$ cat src/rtl/eeprom_i2c_slave.sv
module eeprom_i2c_slave #(
  parameter logic [3:0] DEV_HI   = 4'b1010,
  parameter int         WR_TICKS = 64
) (
  input  logic       clk,
  input  logic       rst_n,
  input  logic [2:0] strap,
  input  logic       page_mode,
  input  logic       scl_in,
  input  logic       sda_in,
  output logic       sda_pull,
  output logic       busy
);
  localparam int TW = $clog2(WR_TICKS + 1);

  typedef enum logic [2:0] {S_IDLE, S_DEV, S_WA, S_WD, S_RD} st_t;

  logic [2:0] scl_sy, sda_sy;
  logic       scl_s, scl_q, sda_s, sda_q;
  logic       scl_rise, scl_fall, start_c, stop_c;
  st_t        st, nxt_st;
  logic [3:0] bitcnt, cnt, lim;
  logic [7:0] shreg, tx, addr, base;
  logic       discard, mack;
  logic [7:0] mem [256];
  logic [7:0] wbuf [8];
  logic [7:0] c_base, waddr;
  logic       c_page, commit, wr_en;
  logic [3:0] c_n, c_i;
  logic [TW-1:0] wtimer;

  always_ff @(posedge clk or negedge rst_n)
    if (!rst_n) begin
      scl_sy <= 3'b111;
      sda_sy <= 3'b111;
    end else begin
      scl_sy <= {scl_sy[1:0], scl_in};
      sda_sy <= {sda_sy[1:0], sda_in};
    end

  assign scl_s    = scl_sy[1];
  assign scl_q    = scl_sy[2];
  assign sda_s    = sda_sy[1];
  assign sda_q    = sda_sy[2];
  assign scl_rise = scl_s & ~scl_q;
  assign scl_fall = ~scl_s & scl_q;
  assign start_c  = scl_s & scl_q & sda_q & ~sda_s;
  assign stop_c   = scl_s & scl_q & ~sda_q & sda_s;
  assign lim      = page_mode ? 4'd8 : 4'd7;
  assign busy     = wtimer != '0;
  assign commit   = stop_c && st == S_WD && cnt != 4'd0 && !discard;

  always_ff @(posedge clk or negedge rst_n)
    if (!rst_n) begin
      st <= S_IDLE; nxt_st <= S_IDLE; bitcnt <= '0; cnt <= '0;
      shreg <= '0; tx <= '0; addr <= '0; base <= '0;
      discard <= 1'b0; mack <= 1'b0; sda_pull <= 1'b0;
    end else if (start_c) begin
      st <= S_DEV; bitcnt <= '0; sda_pull <= 1'b0;
    end else if (stop_c) begin
      st <= S_IDLE; bitcnt <= '0; sda_pull <= 1'b0;
    end else begin
      case (st)
        S_DEV, S_WA, S_WD: begin
          if (scl_rise && bitcnt < 4'd8) begin
            shreg  <= {shreg[6:0], sda_s};
            bitcnt <= bitcnt + 4'd1;
          end else if (scl_fall && bitcnt == 4'd8) begin
            bitcnt <= 4'd9;
            if (st == S_DEV) begin
              if (shreg[7:1] == {DEV_HI, strap} && !busy) begin
                sda_pull <= 1'b1;
                nxt_st   <= shreg[0] ? S_RD : S_WA;
              end else begin
                sda_pull <= 1'b0;
                nxt_st   <= S_IDLE;
              end
            end else if (st == S_WA) begin
              sda_pull <= 1'b1; addr <= shreg; base <= shreg;
              cnt <= '0; discard <= 1'b0; nxt_st <= S_WD;
            end else begin
              nxt_st <= S_WD;
              if (!discard && cnt < lim) begin
                sda_pull <= 1'b1;
                wbuf[cnt[2:0]] <= shreg;
                cnt  <= cnt + 4'd1;
                addr <= page_mode ? {addr[7:3], addr[2:0] + 3'd1} : addr + 8'd1;
              end else begin
                sda_pull <= 1'b0;
                if (page_mode) discard <= 1'b1;
              end
            end
          end else if (scl_fall && bitcnt == 4'd9) begin
            bitcnt <= '0;
            st     <= nxt_st;
            if (nxt_st == S_RD) begin
              tx <= mem[addr]; sda_pull <= ~mem[addr][7];
            end else
              sda_pull <= 1'b0;
          end
        end
        S_RD: begin
          if (scl_rise && bitcnt < 4'd8) bitcnt <= bitcnt + 4'd1;
          else if (scl_rise && bitcnt == 4'd9) mack <= ~sda_s;
          else if (scl_fall && bitcnt != 4'd0 && bitcnt < 4'd8) begin
            tx <= {tx[6:0], 1'b0}; sda_pull <= ~tx[6];
          end else if (scl_fall && bitcnt == 4'd8) begin
            sda_pull <= 1'b0; bitcnt <= 4'd9; addr <= addr + 8'd1;
          end else if (scl_fall && bitcnt == 4'd9) begin
            if (mack) begin
              bitcnt <= '0; tx <= mem[addr]; sda_pull <= ~mem[addr][7];
            end else
              st <= S_IDLE;
          end
        end
        default: ;
      endcase
    end

  assign wr_en = c_i != c_n;
  assign waddr = c_page ? {c_base[7:3], c_base[2:0] + c_i[2:0]} : c_base + {4'd0, c_i};

  always_ff @(posedge clk or negedge rst_n)
    if (!rst_n) begin
      wtimer <= '0; c_i <= '0; c_n <= '0; c_base <= '0; c_page <= 1'b0;
    end else if (commit) begin
      wtimer <= TW'(WR_TICKS); c_i <= '0; c_n <= cnt;
      c_base <= base; c_page <= page_mode;
    end else begin
      if (busy) wtimer <= wtimer - 1'b1;
      if (wr_en) c_i <= c_i + 4'd1;
    end

  always_ff @(posedge clk)
    if (wr_en) mem[waddr] <= wbuf[c_i[2:0]];

  AST_PULL_ONLY_SCL_LOW: assert property (@(posedge clk) disable iff (!rst_n)
    (sda_pull != $past(sda_pull)) |-> !$past(scl_s));
  AST_NACK_WHILE_BUSY: assert property (@(posedge clk) disable iff (!rst_n)
    (st == S_DEV && scl_fall && bitcnt == 4'd8 && busy) |=> !sda_pull);
  AST_IDLE_RELEASED: assert property (@(posedge clk) disable iff (!rst_n)
    (st == S_IDLE) |-> !sda_pull);
  AST_WRITE_IN_BUSY: assert property (@(posedge clk) disable iff (!rst_n)
    wr_en |-> busy);
  AST_BUF_LIMIT: assert property (@(posedge clk) disable iff (!rst_n)
    (st == S_WD) |-> cnt <= 4'd8);
  AST_BYTE_LIMIT: assert property (@(posedge clk) disable iff (!rst_n)
    commit && !page_mode |-> cnt <= 4'd7);
endmodule

$ cat config.mk
export PLATFORM = sky130hd
export DESIGN_NAME = eeprom_i2c_slave
export DESIGN_NICKNAME = d
export VERILOG_FILES = /design/src/rtl/eeprom_i2c_slave.sv
export SDC_FILE = /design/constraint.sdc
export NUM_CORES = 2
export LEC_CHECK = 0
export CAP_MARGIN = 20
export CORE_ASPECT_RATIO = 1.4
export CORE_MARGIN = 1
export CORE_UTILIZATION = 50
export CTS_CLUSTER_DIAMETER = 100
export CTS_CLUSTER_SIZE = 8
export DETAILED_ROUTE_END_ITERATION = 10
export DONT_BUFFER_PORTS = 1
export PLACE_DENSITY = 0.65
export SLEW_MARGIN = 5
export SYNTH_ARGS = -nofsm -noshare
export SYNTH_HDL_FRONTEND = slang
export SYNTH_SLANG_ARGS = --single-unit
$ cat constraint.sdc
create_clock -name clk -period 3.5 [get_ports clk]
set_input_delay 0.525 -clock clk [delete_from_list [all_inputs] [get_ports clk]]
set_output_delay 0.525 -clock clk [all_outputs]
set_load 0.02 [all_outputs]
=== After elaboration in Yosys (flattened, before gate mapping) ===
Memory sizes are Yosys's and may differ from the RTL's.
Index checks and enable logic that the tools add are counted.

* Magnitude comparators: 2
* Add/subtract/negate cells: 8
* Equal/unequal tests: 42
* Reduce and logical (&&, ||, !) cells: 36
* Multiplexer cells: 87
* Bitwise logic cells: 17

{| class="wikitable"
|+ Operator list
! operator !! count
|-
| two-way mux 8 bit || 11
|-
| two-way mux 7 bit || 12
|-
| two-way mux 4 bit || 16
|-
| two-way mux 3 bit || 14
|-
| != test 4 bit, second input constant || 9
|-
| != test 6 bit, second input constant || 5
|-
| two-way mux 1 bit || 29
|-
| AND reduction 12 bit || 2
|-
| != test 2 bit, second input constant || 11
|-
| AND reduction 7 bit || 3
|-
| case mux 8 bit (2 select lines) || 1
|-
| != test 3 bit, second input constant || 5
|-
| != test 5 bit, second input constant || 3
|-
| case mux 7 bit (2 select lines) || 1
|-
| adder 4 x 1 -> 4 bit, second input constant || 3
|-
| logical AND 1 bit || 12
|-
| nonzero test 4 bit || 3
|-
| AND reduction 11 bit || 1
|-
| inverter 1 bit || 10
|-
| AND reduction 10 bit || 1
|-
| AND reduction 5 bit || 2
|-
| nonzero test 2 bit || 5
|-
| adder 8 x 1 -> 8 bit, second input constant || 1
|-
| adder 8 x 4 -> 8 bit || 1
|-
| other kinds (21) || 31
|}

* Memory bits (writable): 2112
* Bits in registers: 78
* Input port bits: 8
* Memories kept: 2
* Output and inout bits: 2
* Logic and storage cells: 213

{| class="wikitable"
|+ Memory list
! memory !! depth !! width !! read ports !! clocked after memory_dff !! write ports !! RTL line !! RTL
|-
| mem || 256 || 8 || 1 || 0 || 1 || 25 || <nowiki>logic [7:0] mem [256];</nowiki>
|-
| wbuf || 8 || 8 || 1 || 0 || 1 || 26 || <nowiki>logic [7:0] wbuf [8];</nowiki>
|}

=== Depth between registers and ports, before layout ===
* Word-level depth: 13
* Gate-level depth with buffers: 13
* Depth with buffers taken out: 10

=== Worst setup path after synthesis ===
OpenSTA, ideal clock, no wires.

* Path type: reg2reg
* Start: register c_i[0]
* End: memory mem[0][0] (data pin)
* Library setup time: 0.555 ns
* Arrival time: 3.280 ns
* Path slack: -0.335 ns
* Required time: 2.945 ns
* Cell stages (with the launch flop): 5
* Period minus slack after synthesis: 3.835 ns
* Buffers on the path: 2
* Cells stage by stage: dfrtp_1 > buf_2 > buf_1 > mux4_2 > mux2_2

* Longest elaborated chain between the ends: 1

{| class="wikitable"
|+ RTL lines
! what !! RTL line !! RTL
|-
| start, declared || 29 || <nowiki>logic [3:0] c_n, c_i;</nowiki>
|-
| start signal, assigned || 131 || <nowiki>if (wr_en) c_i <= c_i + 4'd1;</nowiki>
|-
| memory read (8 x 8 bit) || n/a ||
|-
| end, declared || 25 ||
|}

No other way between the ends.

=== Final worst setup path ===
* Start: register c_base[1]
* End: memory mem[166][1] (enable)

* Longest elaborated chain between the ends: 2
* Elaborated cells between the ends (all ways): 3
* Classes of those cells: add/sub (2); mux (1)

{| class="wikitable"
|+ RTL lines
! what !! RTL line !! RTL
|-
| start, declared || 27 || <nowiki>logic [7:0] c_base, waddr;</nowiki>
|-
| start signal, assigned || 128 || <nowiki>c_base <= base; c_page <= page_mode;</nowiki>
|-
| adder 8 x 4 -> 8 bit / adder 3 bit (equally long branches) || 121 || <nowiki>assign waddr = c_page ? {c_base[7:3], c_base[2:0] + c_i[2:0]} : c_base + {4'd0, c_i};</nowiki>
|-
| two-way mux 8 bit * || 121 ||
|}

Every way passes the cells marked *; elsewhere a longest branch is shown, timed or not.

==> flow_metrics.tcl <==
set metrics [dict create \
    outcome "finished clean" \
    layout_common_cells "2112 x edfxtp_1, 621 x mux4_2, 454 x buf_4" \
    clock_path_buffers 4 \
    wl_per_cell_um 31.3 \
    met1Wirelength_mm 81.9 \
    critPathKind "flip-flop to flip-flop" \
    wl_met2_mm 110 \
    top_layer "met5" \
    skew_ns 0.0891 \
    post-route-period-util 0.965 \
    fmax_mhz 296 \
    numPortBuffers 0 \
    gp_congestion 0.911 \
    clkTransAtPathRegs_ns 0.05 \
    synth_mux_area_frac 0.172 \
    max_slew.worst_pin.slew_ns 1.09 \
    holdPathStages 3 \
    setup_tns_ns 0 \
    setup_ws_ns 0.124 \
    synth_compound_area_frac 0.0155 \
    first_pass_iters 5 \
    rsz0062_at_grt "false" \
    place_worst_setup_slack_ns 0.0936 \
    yosysUniqueCellTypes 64 \
    crit_arrival_ns 3.95 \
    area_delta_synth_final_pct 17.6 \
    ys_seq_elements 2190 \
    synth_fa_ha_area_frac 0.00243 \
    ys.flop_type "edfxtp_1" \
    final_common_cell "edfxtp_1" \
    reg2reg_depth 10 \
    cts_root_buf "clkbuf_16" \
    synth.net_count 3983 \
    setup_violations 0 \
    ys_seq_area_frac 0.764 \
    yosys.area_share.simple 0.0305 \
    cts_tree "built" \
    die-width_um 352 \
    cap_violations 0 \
    layout.nets 4600 \
    wirelength_mm 216 \
    cts_buffers 323 \
    clock_latency_ns 0.93 \
    io_pins 10 \
    grt_overflow_total 0 \
    report.final.slew_viol_count 0 \
    start_kind "flip-flop" \
    syn-cell-area_mm2 0.0856 \
    ant_nets 0 \
    period_minus_slack_ns 3.38 \
    grt_pass1_wl_mm 315 \
    crit_fanout 8 \
    grt_pass1_vias 44635 \
    power.leakage_nw 31.2 \
    hold_violations 0 \
    slew-limit-headroom 0.271 \
    synthXorXnorAreaFrac 0.00287 \
    core_mm2 0.170 \
    power_mw 68.7 \
    hpwlAfterDp_mm 135 \
    die_h_um 492 \
    via_per_inst 6.24 \
    synth_edf_count 2112 \
    antenna_found_initial 9 \
    clkSinkCount 2190 \
    rows 179 \
    drcViolationCount 0 \
    wl_met3_mm 16.4 \
    power_density_mw_per_mm2 683 \
    die-area_mm2 0.173 \
    start_util 0.504 \
    htreeDepth 5 \
    grt_max_degree 153 \
    required_ns 4.07 \
    postSynthCellCount 3959 \
    drive_gt1_frac 0.333 \
    synth_warnings 0 \
    num_vias 43142 \
    peakVddDrop_uv 1760 \
    end_kind "flip-flop" \
    syn_area_per_cell_um2 21.6 \
    first_iter_violations 5089 \
    grt_usage 0.256 \
    hold_path.class "input port to flip-flop" \
    synth_top_family_by_area "multiplexers" \
    async_flop_share 0.0356 \
]
-- metal layers --
layer | vias to the layer above | track usage
met5 | - | 0
met3 | 422 | 0.0445
met1 | 23088 | 0.340
met4 | 4 | 0.0944
li1 | 17667 | -
met2 | 1961 | 0.425
-- final timing paths --
check                                from          end  slack (ns)
worst max-delay path            c_base[1]  mem[166][1]        0.12
worst min-delay path                rst_n   wbuf[7][5]        0.13
worst max register to register  c_base[1]  mem[166][1]        0.12
worst min register to register  scl_sy[0]    scl_sy[1]        0.36
max in group asynchronous           rst_n      addr[0]        2.81
min in group asynchronous           rst_n        st[0]        0.28
-- synthesized netlist by cell type, drive strengths merged, types with 7 or more instances --
| master | count | area (um2) |
|---|---|---|
| edfxtp | 2112 | 63400 |
| mux4 | 621 | 14000 |
| nor2 | 326 | 1220 |
| nand2 | 126 | 473 |
| buf | 112 | 609 |
| clkbuf | 105 | 394 |
| dfrtp | 72 | 1800 |
| mux2 | 45 | 507 |
| o21ai | 38 | 190 |
| nand3 | 34 | 170 |
| o22ai | 29 | 181 |
| mux2i | 27 | 270 |
| nand4 | 25 | 156 |
| a21oi | 23 | 115 |
| a31oi | 21 | 131 |
| nor3 | 19 | 95.1 |
| o221ai | 17 | 149 |
| ha | 15 | 188 |
| inv | 15 | 56.3 |
| xnor2 | 15 | 131 |
| a22oi | 13 | 97.6 |
| nor2b | 13 | 81.3 |
| nor4 | 13 | 81.3 |
| xor2 | 13 | 114 |
| nand2b | 9 | 56.3 |
| o211ai | 7 | 52.6 |
| or2 | 7 | 43.8 |
-- where the power goes --
group,leakage (nW),total (mW),switching [mW],internal [mW]
clock network,4.16,26.8,10.3,16.5
logic,7.54,7.76,6.36,1.40
registers,19.5,34.2,0.350,33.8
total,31.2,68.7,17.0,51.8
-- sequential cells by signal, indices dropped and copies added, names as in the netlist, 3 cells and up --
signal  count
base        8
addr        8
cnt         4
wtimer      7
st          3
mem      2048
wbuf       64
nxt_st      3
c_base      8
shreg       8
scl_sy      3
sda_sy      3
bitcnt      4
c_n         4
c_i         4
tx          7
-- area by class of cell --
type | instances | area, um2
inverter | 16 | 60.1
multi-input combinational | 1536 | 19300
tap | 2262 | 2830
sequential | 2190 | 65400
fill | 11914 | 69400
clock buffer | 385 | 8400
clock inverter | 12 | 130
antenna | 3 | 7.51
timing repair buffer | 509 | 4470
-- stage by stage --
stage | util | cells | hold slack [ns] | area (um2)
finish | 0.592 | 6913 | 0.133 | 101000
global placement | 0.541 | 6507 | 0.242 | 92000
CTS | 0.592 | 6910 | 0.0732 | 101000
global route | 0.592 | 6911 | 0.131 | 101000
floorplan | - | 3959 | 0.229 | 85600
detailed placement | 0.541 | 6507 | 0.246 | 92000
-- critical path, cell delays in order, from the launching register on --
cell,delay [ns]
dfrtp_1,0.38
ha_1,0.30
a21o_1,0.19
a21oi_1,0.24
xnor2_1,0.12
mux2_2,0.28
nor2_1,0.32
nand2_2,0.37
buf_4,0.33
nor2_1,0.28
buf_4,0.22
-- cells by family (layout without fill, tap and decap cells) --
family,after synthesis,count (layout)
DFF,2190,2190
muxes,693,693
and+or+nand+nor,603,603
buffers and inverters,233,922
AOI/OAI and AO/OA,196,196
xor gates and xnor gates,28,28
adders and majority gates,16,16
other,0,3
-- repair_timing --
action                                  CTS  global route
endpoints found under the setup margin    0           636
hold endpoints to repair                 84             0
buffers inserted                          0             0
hold buffers                              6             0
resized for setup                         0             2
No activity file was read; power rests on OpenSTA's default activity.
